**src/rtl/rxs_pkg.sv**
```systemverilog
package rxs_pkg;
    localparam int NUM_BKT   = 6;
    localparam int FCS_BYTES = 4;
    localparam int ADDR_W    = 4;
    localparam int DATA_W    = 32;

    typedef enum logic [ADDR_W-1:0] {
        A_BKT64    = 4'd0,
        A_BKT127   = 4'd1,
        A_BKT255   = 4'd2,
        A_BKT511   = 4'd3,
        A_BKT1023  = 4'd4,
        A_BKTBIG   = 4'd5,
        A_TOTPKT   = 4'd6,
        A_GOODPKT  = 4'd7,
        A_TOTOCTLO = 4'd8,
        A_TOTOCTHI = 4'd9,
        A_GDOCTLO  = 4'd10,
        A_GDOCTHI  = 4'd11
    } reg_addr_e;

    // Lower edge of each bin in on-wire bytes; index NUM_BKT is a sentinel.
    function automatic int unsigned bkt_floor(input int idx);
        case (idx)
            0:       return 64;
            1:       return 65;
            2:       return 128;
            3:       return 256;
            4:       return 512;
            5:       return 1024;
            default: return 32'hFFFF_FFFF;
        endcase
    endfunction
endpackage

```
**src/rtl/rxs_classify.sv**
```systemverilog
module rxs_classify
    import rxs_pkg::*;
#(
    parameter int LEN_W = 16
) (
    input  logic [LEN_W-1:0]   data_len,
    output logic [NUM_BKT-1:0] bkt_hit
);
    localparam int WIRE_W = LEN_W + 1;

    logic [WIRE_W-1:0] wire_len;

    assign wire_len = WIRE_W'(data_len) + WIRE_W'(FCS_BYTES);

    for (genvar g = 0; g < NUM_BKT; g++) begin : g_bin
        localparam logic [WIRE_W-1:0] FLOOR = WIRE_W'(bkt_floor(g));
        if (g == NUM_BKT - 1) begin : g_top
            assign bkt_hit[g] = (wire_len >= FLOOR);
        end else begin : g_mid
            localparam logic [WIRE_W-1:0] CEIL = WIRE_W'(bkt_floor(g + 1));
            assign bkt_hit[g] = (wire_len >= FLOOR) && (wire_len < CEIL);
        end
    end
endmodule

```
**src/rtl/rxs_sat_cnt.sv**
```systemverilog
module rxs_sat_cnt #(
    parameter int W = 32
) (
    input  logic         clk,
    input  logic         rst_n,
    input  logic         inc,
    output logic [W-1:0] cnt,
    output logic [W-1:0] cnt_nxt
);
    localparam logic [W-1:0] TOP = {W{1'b1}};

    always_comb begin
        cnt_nxt = cnt;
        if (inc && (cnt != TOP)) begin
            cnt_nxt = cnt + W'(1);
        end
    end

    always_ff @(posedge clk or negedge rst_n) begin
        if (!rst_n) begin
            cnt <= '0;
        end else begin
            cnt <= cnt_nxt;
        end
    end


    cnt_hold_chk: assert property (@(posedge clk) disable iff (!rst_n)
        (cnt == TOP) |=> (cnt == TOP));


    cnt_step_chk: assert property (@(posedge clk) disable iff (!rst_n)
        (inc && (cnt != TOP)) |=> (cnt == $past(cnt) + W'(1)));


    cnt_idle_chk: assert property (@(posedge clk) disable iff (!rst_n)
        (!inc) |=> $stable(cnt));
endmodule

```
**src/rtl/rxs_oct_acc.sv**
```systemverilog
module rxs_oct_acc #(
    parameter int LEN_W = 16,
    parameter int OCT_W = 64
) (
    input  logic              clk,
    input  logic              rst_n,
    input  logic              add_en,
    input  logic [LEN_W-1:0]  data_len,
    output logic [31:0]       oct_lo,
    output logic [OCT_W-33:0] oct_hi,
    output logic [31:0]       lo_nxt,
    output logic [OCT_W-33:0] hi_nxt
);
    localparam int HI_W = OCT_W - 32;

    logic [32:0]   lo_sum;
    logic [HI_W:0] hi_sum;
    logic          ovf;

    assign lo_sum = {1'b0, oct_lo} + 33'(data_len) + 33'(rxs_pkg::FCS_BYTES);
    assign hi_sum = {1'b0, oct_hi} + (HI_W+1)'(lo_sum[32]);
    assign ovf    = hi_sum[HI_W];

    always_comb begin
        lo_nxt = oct_lo;
        hi_nxt = oct_hi;
        if (add_en) begin
            if (ovf) begin
                lo_nxt = '1;
                hi_nxt = '1;
            end else begin
                lo_nxt = lo_sum[31:0];
                hi_nxt = hi_sum[HI_W-1:0];
            end
        end
    end

    always_ff @(posedge clk or negedge rst_n) begin
        if (!rst_n) begin
            oct_lo <= '0;
            oct_hi <= '0;
        end else begin
            oct_lo <= lo_nxt;
            oct_hi <= hi_nxt;
        end
    end


    oct_sat_chk: assert property (@(posedge clk) disable iff (!rst_n)
        ((&oct_lo) && (&oct_hi)) |=> ((&oct_lo) && (&oct_hi)));


    oct_grow_chk: assert property (@(posedge clk) disable iff (!rst_n)
        (add_en && !((&oct_lo) && (&oct_hi))) |=> ({oct_hi, oct_lo} > $past({oct_hi, oct_lo})));


    oct_idle_chk: assert property (@(posedge clk) disable iff (!rst_n)
        (!add_en) |=> ($stable(oct_lo) && $stable(oct_hi)));
endmodule

```
**src/rtl/rx_len_stats.sv**
```systemverilog
module rx_len_stats
    import rxs_pkg::*;
#(
    parameter int LEN_W = 16,
    parameter int CNT_W = 32,
    parameter int OCT_W = 64
) (
    input  logic              clk,
    input  logic              rst_n,
    input  logic              frm_vld,
    input  logic [LEN_W-1:0]  frm_len,
    input  logic              rd_en,
    input  logic [ADDR_W-1:0] rd_addr,
    output logic              rd_vld,
    output logic [DATA_W-1:0] rd_data
);
    localparam int HI_W = OCT_W - 32;

    logic [NUM_BKT-1:0] bkt_hit;
    logic [CNT_W-1:0]   bkt_cnt [NUM_BKT];
    logic [CNT_W-1:0]   bkt_unused [NUM_BKT];
    logic [CNT_W-1:0]   tot_pkt;
    logic [CNT_W-1:0]   tot_pkt_nxt;
    logic [CNT_W-1:0]   good_pkt;
    logic [31:0]        oct_lo;
    logic [HI_W-1:0]    oct_hi;
    logic [31:0]        oct_lo_nxt;
    logic [HI_W-1:0]    oct_hi_nxt;
    logic [31:0]        good_lo;
    logic [HI_W-1:0]    good_hi;
    logic [DATA_W-1:0]  rd_mux;

    rxs_classify #(.LEN_W(LEN_W)) u_cls (
        .data_len (frm_len),
        .bkt_hit  (bkt_hit)
    );

    for (genvar g = 0; g < NUM_BKT; g++) begin : g_bkt
        rxs_sat_cnt #(.W(CNT_W)) u_cnt (
            .clk     (clk),
            .rst_n   (rst_n),
            .inc     (frm_vld && bkt_hit[g]),
            .cnt     (bkt_cnt[g]),
            .cnt_nxt (bkt_unused[g])
        );
    end

    rxs_sat_cnt #(.W(CNT_W)) u_tot (
        .clk     (clk),
        .rst_n   (rst_n),
        .inc     (frm_vld),
        .cnt     (tot_pkt),
        .cnt_nxt (tot_pkt_nxt)
    );

    rxs_oct_acc #(.LEN_W(LEN_W), .OCT_W(OCT_W)) u_oct (
        .clk      (clk),
        .rst_n    (rst_n),
        .add_en   (frm_vld),
        .data_len (frm_len),
        .oct_lo   (oct_lo),
        .oct_hi   (oct_hi),
        .lo_nxt   (oct_lo_nxt),
        .hi_nxt   (oct_hi_nxt)
    );

    // Shadow copies load the same next values as the totals.
    always_ff @(posedge clk or negedge rst_n) begin
        if (!rst_n) begin
            good_pkt <= '0;
            good_lo  <= '0;
            good_hi  <= '0;
        end else begin
            good_pkt <= tot_pkt_nxt;
            good_lo  <= oct_lo_nxt;
            good_hi  <= oct_hi_nxt;
        end
    end

    always_comb begin
        rd_mux = '0;
        unique case (rd_addr)
            A_BKT64:    rd_mux = DATA_W'(bkt_cnt[0]);
            A_BKT127:   rd_mux = DATA_W'(bkt_cnt[1]);
            A_BKT255:   rd_mux = DATA_W'(bkt_cnt[2]);
            A_BKT511:   rd_mux = DATA_W'(bkt_cnt[3]);
            A_BKT1023:  rd_mux = DATA_W'(bkt_cnt[4]);
            A_BKTBIG:   rd_mux = DATA_W'(bkt_cnt[5]);
            A_TOTPKT:   rd_mux = DATA_W'(tot_pkt);
            A_GOODPKT:  rd_mux = DATA_W'(good_pkt);
            A_TOTOCTLO: rd_mux = oct_lo;
            A_TOTOCTHI: rd_mux = DATA_W'(oct_hi);
            A_GDOCTLO:  rd_mux = good_lo;
            A_GDOCTHI:  rd_mux = DATA_W'(good_hi);
            default:    rd_mux = '0;
        endcase
    end

    always_ff @(posedge clk or negedge rst_n) begin
        if (!rst_n) begin
            rd_vld  <= 1'b0;
            rd_data <= '0;
        end else begin
            rd_vld <= rd_en;
            if (rd_en) begin
                rd_data <= rd_mux;
            end
        end
    end


    bin_onehot_chk: assert property (@(posedge clk) disable iff (!rst_n)
        $onehot0(bkt_hit));


    short_nobin_chk: assert property (@(posedge clk) disable iff (!rst_n)
        (frm_vld && (frm_len < LEN_W'(60))) |=>
            ($stable(bkt_cnt[0]) && $stable(bkt_cnt[1]) && $stable(bkt_cnt[5])));


    good_pkt_chk: assert property (@(posedge clk) disable iff (!rst_n)
        good_pkt == tot_pkt);


    good_oct_chk: assert property (@(posedge clk) disable iff (!rst_n)
        (good_lo == oct_lo) && (good_hi == oct_hi));


    rd_vld_chk: assert property (@(posedge clk) disable iff (!rst_n)
        rd_en |=> rd_vld);


    rd_idle_chk: assert property (@(posedge clk) disable iff (!rst_n)
        !rd_en |=> !rd_vld);
endmodule

```
**config.mk**
```make
export PLATFORM = sky130hd
export DESIGN_NAME = rx_len_stats
export DESIGN_NICKNAME = d
export VERILOG_FILES = /design/src/rtl/rxs_pkg.sv /design/src/rtl/rxs_classify.sv /design/src/rtl/rxs_sat_cnt.sv /design/src/rtl/rxs_oct_acc.sv /design/src/rtl/rx_len_stats.sv
export SDC_FILE = /design/constraint.sdc
export NUM_CORES = 1
export LEC_CHECK = 0
export BUFFER_PORTS_ARGS = -buffer_cell sky130_fd_sc_hd__buf_2
export CORE_MARGIN = 2
export CORE_UTILIZATION = 41
export DETAILED_ROUTE_END_ITERATION = 12
export SLEW_MARGIN = 20
export SYNTH_ARGS = -nofsm -noshare
export SYNTH_HDL_FRONTEND = slang
export SYNTH_SLANG_ARGS = --single-unit
export TNS_END_PERCENT = 30
```
**constraint.sdc**
```tcl
create_clock -name clk -period 5.6 [get_ports clk]
set_input_delay 0 -clock clk [delete_from_list [all_inputs] [get_ports clk]]
set_output_delay 0 -clock clk [all_outputs]
set_load 0.05 [all_outputs]
```
; ---- Yosys cells after proc, flatten, opt, wreduce, memory -nomap -nowiden
; Cells that the tools add are included.
[op_classes]
n_mux = 3
n_eq_ne = 18
n_lt_le_gt_ge = 11
add_sub_neg = 11
reduce_logical = 22
[op_table]
columns = cell, count
row1 = one-hot mux 32 bit (9 select lines), 1
row2 = adder 32 x 1 -> 32 bit (second input constant), 7
row3 = != test 32 bit (second input constant), 7
row4 = two-way mux 32 bit, 2
row5 = greater-or-equal comparator 17 x 7 -> 1 bit (second input constant), 2
row6 = adder 32 x 1 -> 33 bit, 1
row7 = adder 32 x 16 -> 33 bit, 1
row8 = adder 33 x 3 -> 33 bit (second input constant), 1
row9 = logical AND 1 bit, 18
row10 = adder 16 x 3 -> 17 bit (second input constant), 1
row11 = greater-or-equal comparator 17 x 10 -> 1 bit (second input constant), 1
row12 = greater-or-equal comparator 17 x 11 -> 1 bit (second input constant), 1
row13 = greater-or-equal comparator 17 x 8 -> 1 bit (second input constant), 1
row14 = greater-or-equal comparator 17 x 9 -> 1 bit (second input constant), 1
row15 = < comparator 17 x 10 -> 1 bit (second input constant), 1
row16 = < comparator 17 x 11 -> 1 bit (second input constant), 1
row17 = < comparator 17 x 7 -> 1 bit (second input constant), 1
row18 = < comparator 17 x 8 -> 1 bit (second input constant), 1
row19 = < comparator 17 x 9 -> 1 bit (second input constant), 1
row20 = equality test 4 x 3 -> 1 bit (second input constant), 4
row21 = equality test 4 bit (second input constant), 4
row22 = equality test 4 x 2 -> 1 bit (second input constant), 2
row23 = OR reduction 2 bit, 3
row24 = equality test 4 x 1 -> 1 bit (second input constant), 1
row25 = zero test 4 bit, 1
[word_totals]
regBits = 321

; ---- Longest topological paths before layout
; Gate-level depths: netlist (run 1).
[logic_depth]
ltp_word = 5
depth_mapped = 18
depth_no_buf = 18

; ---- By module
; From an unflattened synthesis (run 1), not the netlist that was laid out.
[unflattened]
cells_unflattened = 2165
hier_area_um2 = 22432.8
[modules_own_cells]
columns = module, seq_area_each_um2, area_per_inst_um2, cells_per_inst, instances
row1 = rxs_sat_cnt, 800.8, 1550.2, 144, 7
row2 = rx_len_stats, 3228.1, 7073.0, 650, 1
row3 = rxs_oct_acc, 1601.5, 4127.7, 454, 1
row4 = rxs_classify, 0.0, 380.4, 53, 1

; ---- Worst setup path before layout (run 1)
; OpenSTA, ideal clock, no wires.
[synth_path]
kind = flip-flop to flip-flop
start = reg u_oct.oct_lo[2]
end = reg u_oct.oct_hi[20]
path_buffers = 0
required_ns = 5.475
path_stages_with_launch = 19
slack_ns = 1.232
arrival_ns = 4.243
cell_sequence = dfrtp_1 > inv_1 > ha_1 > inv_1 > ha_1 > a21oi_1 > o22ai_1 > a2111oi_0 > o211ai_1 > nand2_1 > nor3_1 > ha_1 > nand3_1 > nor3_1 > nor3b_1 > nand2_1 > nor2_1 > and3_1 > mux2_2
[synth_between]
elab_chain_cells = 4
[synth_lines]
columns = item, line_no
row1 = "start, declared", rxs_oct_acc.sv:9  ; output logic [31:0] oct_lo,
row2 = "start signal, assigned", rxs_oct_acc.sv:43  ; oct_lo <= lo_nxt;
row3 = adder 32 x 16 -> 33 bit, rxs_oct_acc.sv:20  ; assign lo_sum = {1'b0, oct_lo} + 33'(data_len) + 33'(rxs_pkg::FCS_BYTES);
row4 = adder 33 x 3 -> 33 bit, rxs_oct_acc.sv:20
row5 = adder 32 x 1 -> 33 bit, rxs_oct_acc.sv:21  ; assign hi_sum = {1'b0, oct_hi} + (HI_W+1)'(lo_sum[32]);
row6 = two-way mux 32 bit, rxs_oct_acc.sv:28  ; if (ovf) begin
row7 = "end signal, assigned", rxs_oct_acc.sv:44  ; oct_hi <= hi_nxt;
row8 = "end, declared", rxs_oct_acc.sv:10  ; output logic [OCT_W-33:0] oct_hi,
; No other way between the ends.
; A chain may end at the register's enable or synchronous reset.

; ---- Final worst setup path (run 1)
; Ends and elaborated chain as after synthesis.

==> results of run 1 <==
-- logic make-up after synthesis --
family          count (synthesis)  synth area share (%)
simple gates                  723                  22.5
flops                         321                  46.2
xor+xnor                      258                  13.0
compound gates                257                  11.0
buf+inv                       150                  3.35
fa+ha+maj                      44                  3.21
mux                            11                 0.712
-- flip-flops by register name (all words and copies together) (netlist names) --
| signal | count |
|---|---|
| u_tot.cnt | 32 |
| u_oct.oct_lo | 32 |
| rd_vld | 1 |
| rd_data | 32 |
| u_oct.oct_hi | 32 |
| g_bkt.u_cnt.cnt | 192 |
-- final cells by class --
| class | instances | area [µm²] | share of cell area [%] |
|---|---|---|---|
| Sequential cell | 321 | 8030 | 40.9 |
| Inverter | 70 | 263 | 1.34 |
| Timing Repair Buffer | 86 | 526 | 2.67 |
| Multi-Input combinational cell | 1293 | 8860 | 45.1 |
| Tap cell | 539 | 674 | 3.43 |
| Clock inverter | 10 | 179 | 0.910 |
| Clock buffer | 52 | 1120 | 5.72 |
-- layer usage --
metal,share of wire (%),wire [µm]
met5,0,0
met4,1.7,877
met3,7.9,4130
met2,46,24000
met1,44,23000
-- layout by cell type, fill, tap and decap left out, types with 30 or more instances in the layout --
cell       Yosys  final
dfrtp_1      321    321
nand3_1      155    155
xnor2_1      150    150
nand2_1      146    145
xor2_1       108    108
nand4_1       97     97
nor2_1        75     73
inv_1         70     70
and3_1        65     65
nor3_1        62     60
a22oi_1       59     59
buf_2          7     55
ha_1          43     43
clkbuf_16      0     39
a221oi_1      37     37
and4_1        33     33
o22ai_1       33     33
o21ai_0       30     30
-- how the worst max path moves through the flow --
stage / slack (ns) / endpoint / start / cells past startpoint
2_1_floorplan: 1.23 / u_oct.oct_hi[20] / u_oct.oct_lo[2] / 18
3_3_place_gp: 0.81 / u_oct.oct_hi[20] / u_oct.oct_lo[2] / 19
3_5_place_dp: 0.67 / u_oct.oct_hi[20] / u_oct.oct_lo[2] / 19
4_1_cts: 0.63 / u_oct.oct_hi[20] / u_oct.oct_lo[2] / 19
5_1_grt: 0.14 / u_oct.oct_hi[20] / u_oct.oct_lo[2] / 19
6_report: 0.56 / u_oct.oct_hi[20] / u_oct.oct_lo[2] / 19
-- power by group --
part / switching, W / internal (W) / total [W]
clock network: 0.000994 / 0.00162 / 0.00262
registers: 0.000170 / 0.00247 / 0.00264
logic: 0.000819 / 0.000537 / 0.00136
-- worst register-to-register path, delay by kind of cell (launching register included) --
family | cells | cell delay, ns
AO/OA/AOI/OAI | 4 | 1.12
adder cells (fa/ha/maj) | 3 | 0.87
buffers and inverters | 3 | 0.28
flip-flops | 1 | 0.36
multiplexers | 1 | 0.32
AND/OR/NAND/NOR | 8 | 1.97
-- stage by stage --
stage | area, µm² | worst slack, ns | hold slack (ns) | instances | utilization [%]
after floorplan | 17400 | 1.23 | -0.296 | 1764 | -
after global placement | 18300 | 0.814 | 0.103 | 2305 | 43.6
after detailed placement | 18300 | 0.667 | 0.0971 | 2305 | 43.6
after CTS | 19600 | 0.629 | 0.0493 | 2371 | 46.8
after global routing | 19700 | 0.136 | 0.0876 | 2371 | 46.9
final | 19700 | 0.563 | 0.0622 | 2371 | 46.9
==> results by group, run 1 <==
Status
  • Outcome: complete, no violations

Timing
  • Pins Over Slew Limit: 0
  • Final Skew: 0.0159 ns
  • Fin crit period: 5.04 ns
  • Unrepaired setup endpoints after global routing: false
  • Slew headroom: 29.7%
  • Worst Max-Slew Pin Slew: 1.05 ns
  • Tcrit/Tclk final: 89.9%
  • Highest clock rate: ~200 MHz
  • Final Hold Viols: 0
  • Setup TNS: 0 ns
  • Final setup vio count: 0

Min path
  • HP Class: primary input to asynchronous set/reset pin

Setup path
  • Most used cell, CP: ha_1
  • Worst r2r src: u_oct.oct_lo[2]
  • CP Cell Sequence: inv_1 -> ha_1 -> inv_1 -> ha_1 -> a21oi_1 -> o22ai_1 -> a2111oi_0 -> o211ai_1 -> nand2_1 -> nor3_1 -> ha_1 -> nand3_1 -> nor3_1 -> buf_4 -> nor3b_1 -> nand2_1 -> nor2_1 -> and3_1 -> mux2_2
  • CP Capture Type: register
  • CP peak stage delay: about 0.46 ns
  • Crit path max-delay cell type: nor3b_1
  • CP bufs+invs: 3
  • Crit-path max FO: 7
  • Worst endpoint required time: 6.03 ns
  • RR Endpoint: u_oct.oct_hi[20]
  • Crit path max-delay family: simple AND/OR/NAND/NOR gates
  • CP Launch Type: register
  • CP arrival: 5.46 ns
  • Reg2Reg Setup Slack: 0.56 ns
  • Type of the worst setup path: register to register
  • R2r worst-path depth: 19

Global routing
  • Initial antenna violation count: 1
  • Vias in the first global route: 14,000
  • Routing usage on met2: 38.0%
  • Largest net degree at the start of global routing: 104
  • GRT Overall Usage: about a quarter
  • Most used routing layer: met2
  • Grt total ovfl: 0
  • Met1 Use GR: 34.4%
  • GR met3 Demand/Resource: between 4 and 5%
  • First-pass GRT wire length: 82.8 mm

Detailed routing
  • DRC: 0
  • Vias: 14,300
  • Remaining antenna violation count: 0
  • Routed WL per cell: 21.9 µm
  • Drt initial violations: 1,597
  • Total Wirelength: between 50 and 60 mm
  • TritonRoute pass-1 iters: 9
  • Via density per instance: 6.04

Floorplanning
  • Initial Util: 41.5%
  • Core ar.: 41,900 µm²
  • Die Span Y: 210 µm
  • Area of the die: 44,100 µm²
  • I/O Pins: 57
  • Die width: around 210 µm
  • Row count: 75

Placement
  • I/O Buffers: 56
  • Placer Congestion: 0.874
  • HPWL Detailed: around 38 mm

Power
  • PwrDens: 336 nW/µm²
  • Leak: slightly below 9 nW
  • Pwr Total: 0.00661 W
  • Max VDD drop: 0.242 mV

Clock network
  • CTS H-tree lvls: 2
  • Resized cells post-CTS: 0
  • Clock root buffer: clkbuf_16
  • CTS sink count: 321
  • # hold bufs at CTS: 4
  • Skew-Pair Late Insertion Delay: 0.54 ns
  • CTS tree: built
  • Clock Pin Slew Worst Setup and Hold Paths: 0.06 ns
  • Max clock buf depth: 3
  • # Post-CTS Setup Buffers: 0
  • Number of CTS-inserted buffers: 37

Yosys
  • Mapped Nets: 1,832
  • Top cell type by total area after synthesis: dfrtp_1
  • Commonest cells post-synth: 321 x dfrtp_1, 155 x nand3_1, 150 x xnor2_1
  • Count leader, synth: dfrtp_1
  • Top cells by area, synth: dfrtp_1 46%, xnor2_1 7.6%, xor2_1 5.4%
  • Synth Instances: 1,764
  • Post-synth top area share: a little under half
  • Cell area after synthesis: 17,400 µm²
  • Count of cell types in the netlist: 60
  • Seq/Total Area, Yosys: 46.2%
  • Register bit count reported by yosys: 321
  • Asr flop ratio synth: 100%
  • Syn Area/Cell: 9.86 µm²
  • Yosys warns: 0
  • Most used DFF post-synth: dfrtp_1
  • Number of synthesized flops with an enable pin: 0

Cells and area
  • Antenna cells: 0
  • Area grow syn2layout: 13.0%
  • Final nets: ~1,900
  • Filler cells: approximately 4,000
  • Share of cells above drive strength 1: 9.72%

Run
  • Max_cap viols: 0
Note: power is estimated with default switching activity, not from simulation.
==> inputs of run 2 (changes only) <==
clock period = 4.7 ns   (was 5.6 ns; I/O delays follow)
==> run 2 against run 1 <==
- cell count grew 0.30%
- worst hold slack got worse by 0.029 ns
- largest power group unchanged
- sequential share of layout area grew 0.20 points
- register-to-register slack got worse by 0.099 ns
- die area unchanged
- first-iteration DRC count down 7.5%
==> results by group, run 2 (synthesis results as in run 1) <==
Status
  • Outcome: complete, no violations

Global routing
  • Vias in the first global route: 14,000 (-0.43%)
  • GRT Overall Usage: 23.4% (-0.67 points)
  • First-pass GRT wire length: 80.7 mm (-2.5%)
  • Initial antenna violation count: 1 (unchanged)
  • Grt total ovfl: 0 (unchanged)
  • Largest net degree at the start of global routing: 186 (+79%)

Setup path
  • CP Capture Type: register
  • Crit path launch: u_oct.oct_lo[13]
  • CP arrival: 4.65 ns (-0.81 ns)
  • Reg2Reg Setup Slack: 0.46 ns (-0.10 ns)
  • CP Cell Sequence: ha_1 -> ha_1 -> a21o_1 -> a21o_1 -> a21oi_1 -> a31oi_1 -> nand2_1 -> nor3_1 -> ha_1 -> nand3_1 -> nor3_1 -> nor3b_1 -> nand2_1 -> nor2_1 -> and3_1 -> mux2_2
  • Crit path max-delay cell type: a31oi_1
  • Crit-path max FO: 5 (-2)
  • Crit path to: u_oct.oct_hi[20]
  • R2r worst-path depth: 16 (-3)
  • Most used cell, CP: ha_1
  • CP peak stage delay: 0.42 ns (-0.04 ns)
  • Worst endpoint required time: 5.12 ns (-0.91 ns)
  • Type of the worst setup path: register to register
  • RR Endpoint: u_oct.oct_hi[20]
  • Worst r2r src: u_oct.oct_lo[13]
  • CP Launch Type: register

Timing
  • Unrepaired setup endpoints after global routing: false
  • Final setup vio count: 0 (unchanged)
  • Final Hold Viols: 0 (unchanged)
  • Worst Max-Slew Pin Slew: 1.09 ns (+0.0391 ns)
  • Final hold slack: 0.0337 ns (-0.0286 ns)
  • Fin crit period: 4.24 ns (-0.801 ns)
  • Slew headroom: 26.5% (-3.2 points)
  • Setup TNS: 0 ns (unchanged)
  • Highest clock rate: 236 MHz (+19%)
  • Tcrit/Tclk final: 90.1% (+0.17 points)
  • Final Skew: 0.0281 ns (+0.0122 ns)
  • Pins Over Slew Limit: 0 (unchanged)

Power
  • Leak: 8.86 nW (-0.38%)
  • Sw Pwr: 0.00236 W (+19%)
  • Combinational share of power: 21.7% (+1.2 points)
  • Sw frac: 31.3% (+1.4 points)
  • Internal Pwr Total: 0.00518 W (+12%)
  • PwrDens: 385 nW/µm² (+15%)
  • Clock network power share: 36.6% (-3.0 points)
  • Max VDD drop: 0.206 mV (-15%)
  • Reg power frac: 41.8% (+1.9 points)

Detailed routing
  • Drt initial violations: 1,478 (-7.5%)
  • Via density per instance: 6.13 (+1.5%)
  • DRC: 0 (unchanged)
  • Vias: 14,600 (+1.8%)
  • TritonRoute pass-1 iters: 7 (-2)
  • Total Wirelength: 51.3 mm (-1.5%)
  • Remaining antenna violation count: 0 (unchanged)
  • Routed WL per cell: 21.6 µm (-1.8%)

Clock network
  • Max clock buf depth: 3 (unchanged)
  • CTS sink count: 321 (unchanged)
  • Number of CTS-inserted buffers: 37 (unchanged)
  • Clock root buffer: clkbuf_16
  • Skew-Pair Late Insertion Delay: 0.56 ns (+0.02 ns)
  • # Post-CTS Setup Buffers: 0 (unchanged)
  • Clock Pin Slew Worst Setup and Hold Paths: 0.06 ns (about the same)
  • CTS tree: built
  • CTS H-tree lvls: 2 (unchanged)

Run
  • Max_cap viols: 0 (unchanged)

Floorplanning
  • Initial Util: 41.5% (unchanged)
  • Area of the die: 44,100 µm² (unchanged)
  • Row count: 75 (unchanged)
  • Core ar.: 41,900 µm² (unchanged)
  • I/O Pins: 57 (unchanged)
  • Die Span Y: 210 µm (unchanged)
  • Die width: 210 µm (unchanged)

Placement
  • HPWL Detailed: 37.1 mm (-1.5%)
  • Placer Congestion: 0.880 (+0.65%)
  • I/O Buffers: 56 (unchanged)

Cells and area
  • Share of cells above drive strength 1: 9.90% (+0.18 points)
  • Leading cell types in the layout, fill and taps excluded: 321 x dfrtp_1, 155 x nand3_1, 150 x xnor2_1
  • FF/Latch Area: 8030 µm² (unchanged)
  • Max FFs per register: 192 (unchanged)
  • Final Core Density: 46.6% (-0.23 points)
  • Biggest register: g_bkt.u_cnt.cnt
  • Antenna cells: 0 (unchanged)
  • Final nets: 1,883 (+0.32%)
  • Filler cells: 3,930 (+0.43%)
  • Area grow syn2layout: 12.4%
  • Commonest non-fill, non-tap cell in the layout: dfrtp_1
  • Multi-input logic area: 8850 µm² (about the same)

Min path
  • HP Class: primary input to asynchronous set/reset pin
## run 2: cell count changes in the layout (fill, tap and decap cells not counted), moves of 2 or more
| cell | previous run | this run |
|---|---|---|
| bufinv_16 | 5 | 0 |
| clkinv_2 | 4 | 9 |
| buf_4 | 26 | 30 |
| clkbuf_1 | 3 | 6 |
| buf_12 | 0 | 2 |
| clkbuf_16 | 39 | 37 |
| clkbuf_8 | 10 | 8 |
| clkinv_8 | 0 | 2 |
## run 2: worst min path at each step
stage | start | end | slack [ns] | cells past startpoint
final | rst_n | rd_vld | 0.03 | 3
after global routing | rst_n | rd_vld | 0.05 | 3
after CTS | rst_n | rd_vld | 0.03 | 3
after detailed placement | rst_n | rd_data[1] | -0.09 | 1
after global placement | rst_n | rd_vld | -0.08 | 1
after floorplan | rst_n | g_bkt[0].u_cnt.cnt[0] | -0.30 | 0
## run 2: cell type report
class,instances,area share [%]
Clock buffer,51,5.41
Sequential cell,321,41.1
Clock inverter,12,0.441
Inverter,70,1.34
Timing Repair Buffer,92,3.04
Tap cell,539,3.45
Multi-Input combinational cell,1293,45.2
## run 2: per-stage QoR
| step | cell area, µm² | total power, W | setup slack [ns] | instances |
|---|---|---|---|---|
| after detailed placement | 18300 | 0.00479 | 0.405 | 2310 |
| after CTS | 19600 | 0.00757 | 0.371 | 2378 |
| after global routing | 19600 | 0.00790 | 0.0980 | 2378 |
| after floorplan | 17400 | 0.00431 | 0.332 | 1764 |
| final | 19600 | 0.00754 | 0.465 | 2378 |
| after global placement | 18300 | 0.00475 | 0.514 | 2310 |
## run 2: per-layer routing
metal | vias to the layer above | wire (µm) | global-route usage, %
met3 | 90 | 3830 | 3.89
met2 | 533 | 23500 | 37.2
met5 | - | 0 | 0
met4 | 0 | 1210 | 6.73
met1 | 7324 | 22700 | 33.1
li1 | 6625 | - | -
## run 2: worst max-delay path: cells and delay by family, from the launching register on
family	cells	cell delay, ns
flops	1	0.40
simple gates	8	1.63
fa+ha+maj	3	0.92
compound gates	4	0.82
mux	1	0.33
## run 2: power by group through the flow
stage,logic [W],clock network (W),registers (W)
after floorplan,0.00111,0,0.00320
after global placement,0.00157,0,0.00318
after detailed placement,0.00160,0,0.00319
after CTS,0.00161,0.00282,0.00314
after global routing,0.00181,0.00292,0.00317
final,0.00163,0.00276,0.00315
## run 2: what timing repair did
item | CTS | global route
hold endpoints to repair | 144 | 0
endpoints found under the setup margin | 0 | 1
hold buffers | 5 | 0
gates resized for setup | 0 | 1
